$ cat config.mk
export PLATFORM = sky130hd
export DESIGN_NAME = bus_share_arbiter
export DESIGN_NICKNAME = d
export VERILOG_FILES = /design/src/rtl/bsa_pkg.sv /design/src/rtl/bsa_sync.sv /design/src/rtl/bsa_master_fsm.sv /design/src/rtl/bsa_slave_fsm.sv /design/src/rtl/bus_share_arbiter.sv
export SDC_FILE = /design/constraint.sdc
export NUM_CORES = 1
export LEC_CHECK = 0
export BUFFER_PORTS_ARGS = -buffer_cell sky130_fd_sc_hd__buf_4
export CORE_AREA = 10 10 47 49
export CTS_CLUSTER_SIZE = 14
export DETAILED_ROUTE_END_ITERATION = 12
export DIE_AREA = 0 0 57 59
export GPL_TIMING_DRIVEN = 0
export SYNTH_ARGS = -nofsm -noshare
export SYNTH_HDL_FRONTEND = slang
export SYNTH_SLANG_ARGS = --single-unit
$ cat constraint.sdc
create_clock -name clk -period 1.1 [get_ports clk]
set_clock_uncertainty 0.2 [all_clocks]
set_input_delay 0.22 -clock clk [delete_from_list [all_inputs] [get_ports clk]]
set_output_delay 0.22 -clock clk [all_outputs]
set_load 0.05 [all_outputs]
$ cat src/rtl/bsa_pkg.sv
package bsa_pkg;

  typedef enum logic [1:0] {
    MS_OWN     = 2'd0,
    MS_LENT    = 2'd1,
    MS_RECLAIM = 2'd2
  } mst_state_e;

  typedef enum logic {
    SL_WAIT  = 1'b0,
    SL_DRIVE = 1'b1
  } slv_state_e;

  function automatic mst_state_e fn_mst_next(mst_state_e cur, logic hold_s, logic busy);
    mst_state_e nxt;
    nxt = cur;
    unique case (cur)
      MS_OWN:     if (hold_s && !busy) nxt = MS_LENT;
      MS_LENT:    if (!hold_s) nxt = MS_RECLAIM;
      MS_RECLAIM: nxt = MS_OWN;
      default:    nxt = MS_OWN;
    endcase
    return nxt;
  endfunction

  function automatic slv_state_e fn_slv_next(slv_state_e cur, logic grant_s,
                                             logic want, logic busy);
    slv_state_e nxt;
    nxt = cur;
    unique case (cur)
      SL_WAIT:  if (grant_s && want) nxt = SL_DRIVE;
      SL_DRIVE: if (!grant_s && !busy) nxt = SL_WAIT;
      default:  nxt = SL_WAIT;
    endcase
    return nxt;
  endfunction

endpackage

$ cat src/rtl/bsa_sync.sv
module bsa_sync #(
  parameter int WIDTH  = 2,
  parameter int STAGES = 2
) (
  input  logic             clk,
  input  logic             rst_n,
  input  logic [WIDTH-1:0] d_async,
  output logic [WIDTH-1:0] q_sync
);
  localparam int LAST = STAGES - 1;

  logic [WIDTH-1:0] chain [STAGES];

  always_ff @(posedge clk or negedge rst_n) begin
    if (!rst_n) chain[0] <= '0;
    else        chain[0] <= d_async;
  end

  for (genvar g = 1; g < STAGES; g++) begin : g_stage
    always_ff @(posedge clk or negedge rst_n) begin
      if (!rst_n) chain[g] <= '0;
      else        chain[g] <= chain[g-1];
    end
  end

  assign q_sync = chain[LAST];
endmodule

$ cat src/rtl/bsa_master_fsm.sv
module bsa_master_fsm
  import bsa_pkg::*;
(
  input  logic clk,
  input  logic rst_n,
  input  logic active,
  input  logic hold_s,
  input  logic seq_busy,
  input  logic acc_pending,
  output logic drv_en,
  output logic grant_out,
  output logic req_out
);
  mst_state_e state_q, state_d;

  always_comb begin
    state_d = fn_mst_next(state_q, hold_s, seq_busy);
    if (!active) state_d = MS_OWN;
  end

  always_ff @(posedge clk or negedge rst_n) begin
    if (!rst_n) state_q <= MS_OWN;
    else        state_q <= state_d;
  end

  assign drv_en    = (state_q == MS_OWN);
  assign grant_out = (state_q == MS_LENT);
  assign req_out   = grant_out && acc_pending;

  // Named events for the checks below
  logic ev_grant_rise;
  logic ev_grant_fall;
  assign ev_grant_rise = (state_q == MS_OWN)  && (state_d == MS_LENT);
  assign ev_grant_fall = (state_q == MS_LENT) && (state_d == MS_RECLAIM);

  AST_GRANT_WHEN_IDLE: assert property (@(posedge clk) disable iff (!rst_n)
    (active && ev_grant_rise) |-> !seq_busy) else $error("grant while busy");
  AST_BUSY_KEEPS_BUS: assert property (@(posedge clk) disable iff (!rst_n)
    (active && drv_en && seq_busy) |=> drv_en) else $error("bus lost while busy");
  AST_NO_DUAL_DRIVE: assert property (@(posedge clk) disable iff (!rst_n)
    grant_out |-> !drv_en) else $error("grant with drivers on");
  AST_RECLAIM_GAP: assert property (@(posedge clk) disable iff (!rst_n)
    (active && $fell(grant_out)) |-> (!drv_en ##1 drv_en)) else $error("reclaim gap");
  AST_REQ_ONLY_LENT: assert property (@(posedge clk) disable iff (!rst_n)
    req_out |-> grant_out) else $error("request while owning");
endmodule

$ cat src/rtl/bsa_slave_fsm.sv
module bsa_slave_fsm
  import bsa_pkg::*;
(
  input  logic clk,
  input  logic rst_n,
  input  logic active,
  input  logic grant_s,
  input  logic seq_busy,
  input  logic acc_pending,
  output logic drv_en,
  output logic req_out
);
  slv_state_e state_q, state_d;

  always_comb begin
    state_d = fn_slv_next(state_q, grant_s, acc_pending, seq_busy);
    if (!active) state_d = SL_WAIT;
  end

  always_ff @(posedge clk or negedge rst_n) begin
    if (!rst_n) state_q <= SL_WAIT;
    else        state_q <= state_d;
  end

  assign drv_en  = (state_q == SL_DRIVE);
  assign req_out = active && acc_pending;

  AST_SLV_TAKE_NEEDS_GRANT: assert property (@(posedge clk) disable iff (!rst_n)
    $rose(drv_en) |-> $past(grant_s && acc_pending)) else $error("took bus without grant");
  AST_SLV_HOLD_WHILE_BUSY: assert property (@(posedge clk) disable iff (!rst_n)
    (active && drv_en && seq_busy) |=> drv_en) else $error("dropped bus mid-cycle");
endmodule

$ cat src/rtl/bus_share_arbiter.sv
module bus_share_arbiter #(
  parameter int SYNC_STAGES = 2
) (
  input  logic clk,
  input  logic rst_n,
  input  logic arb_en,
  input  logic slave_mode,
  input  logic seq_busy,
  input  logic acc_pending,
  input  logic hold_i,
  input  logic hlda_i,
  output logic breq_o,
  output logic hlda_o,
  output logic hlda_oe,
  output logic bus_drv_en
);
  localparam int NSYNC = 2;

  logic [NSYNC-1:0] hs_raw, hs_sync;
  logic hold_s, grant_s;
  logic mst_act, slv_act;
  logic m_drv, m_grant, m_req;
  logic s_drv, s_req;

  assign hs_raw  = {hold_i, hlda_i};
  assign hold_s  = hs_sync[1];
  assign grant_s = hs_sync[0];
  assign mst_act = arb_en && !slave_mode;
  assign slv_act = arb_en && slave_mode;

  bsa_sync #(.WIDTH(NSYNC), .STAGES(SYNC_STAGES)) u_sync (
    .clk(clk), .rst_n(rst_n), .d_async(hs_raw), .q_sync(hs_sync)
  );

  bsa_master_fsm u_mst (
    .clk(clk), .rst_n(rst_n), .active(mst_act), .hold_s(hold_s),
    .seq_busy(seq_busy), .acc_pending(acc_pending),
    .drv_en(m_drv), .grant_out(m_grant), .req_out(m_req)
  );

  bsa_slave_fsm u_slv (
    .clk(clk), .rst_n(rst_n), .active(slv_act), .grant_s(grant_s),
    .seq_busy(seq_busy), .acc_pending(acc_pending),
    .drv_en(s_drv), .req_out(s_req)
  );

  always_comb begin
    if (!arb_en)         bus_drv_en = 1'b1;
    else if (slave_mode) bus_drv_en = s_drv;
    else                 bus_drv_en = m_drv;
  end

  assign breq_o  = mst_act ? m_req : (slv_act ? s_req : 1'b0);
  assign hlda_o  = mst_act && m_grant;
  assign hlda_oe = mst_act;

  AST_OFF_IS_QUIET: assert property (@(posedge clk) disable iff (!rst_n)
    !arb_en |-> (!breq_o && !hlda_o && bus_drv_en)) else $error("active while disabled");
  AST_SLAVE_PIN_INPUT: assert property (@(posedge clk) disable iff (!rst_n)
    (arb_en && slave_mode) |-> (!hlda_oe && !hlda_o)) else $error("ack driven in slave");
endmodule

== Word level (Yosys, flattened, before mapping) ==
Index checks and enable logic that the tools add are counted.

* Eq/ne operators: 3
* Muxes and demuxes: 12
* Bitwise gates (word level): 1
* Reductions and logical operators: 13

{| class="wikitable"
|+ Operator list
! cell !! number
|-
| logical AND 1 bit || 8
|-
| two-way mux 1 bit || 7
|-
| two-way mux 2 bit || 3
|-
| case mux 2 bit (2 select lines) || 1
|-
| logical NOT 1 bit || 3
|-
| inequality test 3 x 2 -> 1 bit (second input constant) || 1
|-
| inequality test 3 bit (second input constant) || 1
|-
| == test 2 x 1 -> 1 bit (second input constant) || 1
|-
| logical NOT 2 bit || 1
|-
| case mux 1 bit (2 select lines) || 1
|-
| AND reduction 2 bit || 1
|-
| inverter 1 bit || 1
|}

* Bits in registers: 7
* Word-level logic and storage cells: 33

== Depth between registers and ports, before layout ==
* Depth after elaboration: 5
* Mapped depth: 2
* Depth with buffers taken out: 2

== Hierarchy ==
Synthesis repeated with hierarchy kept, for this count alone.

* Cells, all modules: 27
* Area total of the unflattened synthesis: 319.1 µm²

{| class="wikitable"
|+ Modules (own cells, without submodules)
! module !! instances !! cells an instance !! area an instance (µm²)
|-
| bsa_sync || 1 || 6 || 115.1
|-
| bsa_master_fsm || 1 || 9 || 98.8
|-
| bsa_slave_fsm || 1 || 5 || 52.6
|-
| bus_share_arbiter || 1 || 7 || 52.6
|}

== Least setup slack after synthesis ==
OpenSTA, ideal clock, no wires.

* Path kind: flip-flop to output port
* Start point: register u_mst.state_q[1]
* End point: output bus_drv_en
* Arrival: 1.638 ns
* Required time: 0.680 ns
* Setup slack: -0.958 ns
* Stages on the path, launching flop included: 2
* Cells stage by stage: dfrtp_1 -> o311ai_1

* Cells in the longest elaborated chain, start to end: 3

{| class="wikitable"
|+ Ends and longest elaborated chain
! element !! RTL line !! source
|-
| start, declared || bsa_master_fsm.sv:14 || <nowiki>mst_state_e state_q, state_d;</nowiki>
|-
| start signal, assigned || bsa_master_fsm.sv:23 || <nowiki>else state_q <= state_d;</nowiki>
|-
| logical NOT 2 bit || bsa_master_fsm.sv:26 || <nowiki>assign drv_en = (state_q == MS_OWN);</nowiki>
|-
| two-way mux 1 bit || bus_share_arbiter.sv:49 || <nowiki>else if (slave_mode) bus_drv_en = s_drv;</nowiki>
|-
| two-way mux 1 bit || bus_share_arbiter.sv:48 || <nowiki>if (!arb_en) bus_drv_en = 1'b1;</nowiki>
|-
| end, declared || bus_share_arbiter.sv:15 || <nowiki>output logic bus_drv_en</nowiki>
|}

No other way between the ends.

== Worst setup path after layout ==
* Start point: register u_mst.state_q[0]
* End point: output breq_o

* Cells in the longest elaborated chain, start to end: 3

{| class="wikitable"
|+ Ends and longest elaborated chain
! element !! RTL line !! source
|-
| == test 2 x 1 -> 1 bit || bsa_master_fsm.sv:27 || <nowiki>assign grant_out = (state_q == MS_LENT);</nowiki>
|-
| logical AND 1 bit || bsa_master_fsm.sv:28 || <nowiki>assign req_out = grant_out && acc_pending;</nowiki>
|-
| two-way mux 1 bit || bus_share_arbiter.sv:53 || <nowiki>assign breq_o = mst_act ? m_req : (slv_act ? s_req : 1'b0);</nowiki>
|-
| end, declared || bus_share_arbiter.sv:12 || <nowiki>output logic breq_o,</nowiki>
|}

No other way between the ends.

==> impl_metrics.ini <==
[sta]
fmax_mhz = 621
maxSlewViolCount = 0
rsz0062_at_grt = yes
relSlewSlack = 0.856
layout_setup_ws_ns = -0.511
tightest_slew_ns = 0.215
period_minus_slack_ns = 1.61
final-hold-violation-count = 0
min_period_over_period = 1.46
setup_viol = 4
tns_ns = -1.53

[global_route]
antenna_found_initial = 0
gr-usage-all-layers = 0.0435
grt_max_degree = 8
grt_pass1_vias = 225
grt.overflow.total = 0
grt_pass1_wl_um = 1130

[worst_setup_path]
start_kind = flop
rr_worst_depth = 2
reg2reg_to = u_mst.state_q[1]$_DFFE_PN0P_
crit_start = u_mst.state_q[0]$_DFFE_PN0P_
crit_slowest_cell = dfrtp_2
worstPathArrival_ns = 1.19
r2r_setup_slack_ns = -0.06
worstSetupEndpointType = primary output
path_max_fanout = 4
r2r-start = u_mst.state_q[1]$_DFFE_PN0P_
cp_data_required_time_ns = 0.68
crit_type = flop to primary output
cp_slowest_stage_delay_ns = 0.43
cp_cell_sequence = nor2b_4 > o211a_4 > buf_8
endpoint = breq_o

[status]
violations = setup timing
outcome = finished with violations

[place]
place_ws_ns = -0.280
place_hpwl_um = 497
io_buffer_count = 11
place_congestion = 0.686
placed_area_um2 = 403

[synthesis]
synthMuxAreaShare = 0
synth_compound_area_frac = 0.106
synth-simple-area-share = 0.245
syn-num-nets = 28
yosysMostFrequentCell = dfrtp_1
synth_area_per_cell_um2 = 13.5
synth_area_um2 = 270
synth_ff_type = dfrtp_1
synth_top_area_share = 0.648
async_flop_share = 1.00
yosys.area_share.adder = 0
ys_seq_area_frac = 0.648
synth_cells = 20
synth_top_family_by_area = simple AND/OR/NAND/NOR gates
synth.largest_area_cell = dfrtp_1
synth_edf_count = 0
ys_ff_latch = 7
synthDistinctLibCells = 12
yosysWarnings = 0
synthTopCellsByCount = dfrtp_1 (7), nand2_1 (3)
synth_xor_xnor_area_share = 0
synth_area_leaders = dfrtp_1 (65%), and4bb_4 (6.0%), nand2_1 (4.2%), and4b_1 (3.7%), o211a_1 (3.7%)

[drt]
vias_per_cell = 4.15
vias = 228
ant_nets = 0
drtIter0Drc = 1
first_pass_iters = 4
drcViolationCount = 0
routed_wl_um = 661
wire_per_inst_um = 12.0

[cts]
cts_buffers = 3
insertion_delay_ns = 0.24
cts.clk_slew.worst_paths_ns = 0.05
cts_root_buffer = clkbuf_4
cts_setup_buffers = 0
cts_sinks = 7
cts_tree = built
clock_path_buffers = 2
cts_htree_levels = 1

[pwr]
p_leak_nw = 0.228
power_density_nw_per_um2 = 1200
peakVddDrop_uv = 694
total_power_uw = 611

[floorplanning]
die-area_um2 = 3360
start_util = 0.193
die_y_um = 59
rows = 14
core_area_um2 = 1400
fp.dieW_um = 57
num_io_pins = 12

[cells_and_area]
drive_above_1_share = 0.538
final_nets = 48
finish.utilization = 0.363
antenna_cells = 0
syn_to_final_growth_pct = 88.4
final_cell_area_um2 = 509

[worst_hold_path]
holdPathStages = 3
min_path_type = input port to flop

[flow_run]
cap_violations = 0
-- cells by family after synthesis --
logic type         count (synthesis)
AOI/OAI and AO/OA                  4
DFF                                7
and+or+nand+nor                    9
-- stage by stage --
stage	hold WS, ns	std cells
after floorplan	-0.276	20
after global placement	-0.166	47
after detailed placement	-0.163	47
after CTS	0.0295	54
after global routing	0.0338	55
final	0.0383	55
-- routing by layer --
layer / GRT usage / share of wire / vias up
met4: 0.0201 / 0 / 0
met5: 0 / 0 / -
li1: - / - / 109
met2: 0.0527 / 0.38 / 14
met1: 0.0507 / 0.52 / 105
met3: 0.0386 / 0.10 / 0
-- critical path, delay by kind of cell, from the launching register on --
| kind | cells | cell delay (ns) |
|---|---|---|
| flops | 1 | 0.43 |
| compound gates | 1 | 0.23 |
| simple gates | 1 | 0.14 |
| buf+inv | 1 | 0.14 |
-- placed cells by master, fill, tap and decap left out --
master	synthesis	layout
a21oi_1	1	1
and2b_1	1	1
and4b_1	1	1
and4bb_4	1	1
buf_4	0	6
buf_6	0	2
buf_8	0	3
clkbuf_1	0	1
clkbuf_4	0	3
dfrtp_1	7	5
dfrtp_2	0	2
dlygate4sd3_1	0	4
nand2_1	3	3
nand2b_1	1	1
nor2b_4	0	2
o211a_4	0	1
o21ai_0	1	1
o311ai_4	0	1
-- power breakdown --
part	internal (mW)	switching, mW
registers	0.268	0.00498
clock network	0.138	0.0924
logic	0.0572	0.0504
-- worst min path at each step --
stage           startpoint                           end  slack [ns]
2_1_floorplan        rst_n  u_mst.state_q[0]$_DFFE_PN0P_       -0.28
3_3_place_gp         rst_n     u_sync.chain[3]$_DFF_PN0_       -0.17
3_5_place_dp         rst_n     u_sync.chain[3]$_DFF_PN0_       -0.16
4_1_cts        acc_pending        u_slv.drv_en$_DFF_PN0_        0.03
5_1_grt        acc_pending        u_slv.drv_en$_DFF_PN0_        0.03
6_report       acc_pending        u_slv.drv_en$_DFF_PN0_        0.04
-- flip-flops by register name, indices dropped and copies added (netlist names) --
signal         count
u_mst.state_q      2
u_sync.chain       2
u_sync.q_sync      2
u_slv.drv_en       1
-- cell type report --
type                       instances  area, µm²
sequential                         7        178
clock buffer                       4       26.3
multi-input combinational         13        133
tap                               16       20.0
timing repair buffer              15        153
fill                             141        892
-- timing repair --
action | CTS | global route
pin swaps | 0 | 1
hold buffers | 3 | 1
setup endpoints to repair | 5 | 6
resized for setup | 9 | 3
endpoints found under the hold margin | 9 | 1
No activity file was read; power rests on OpenSTA's default activity.
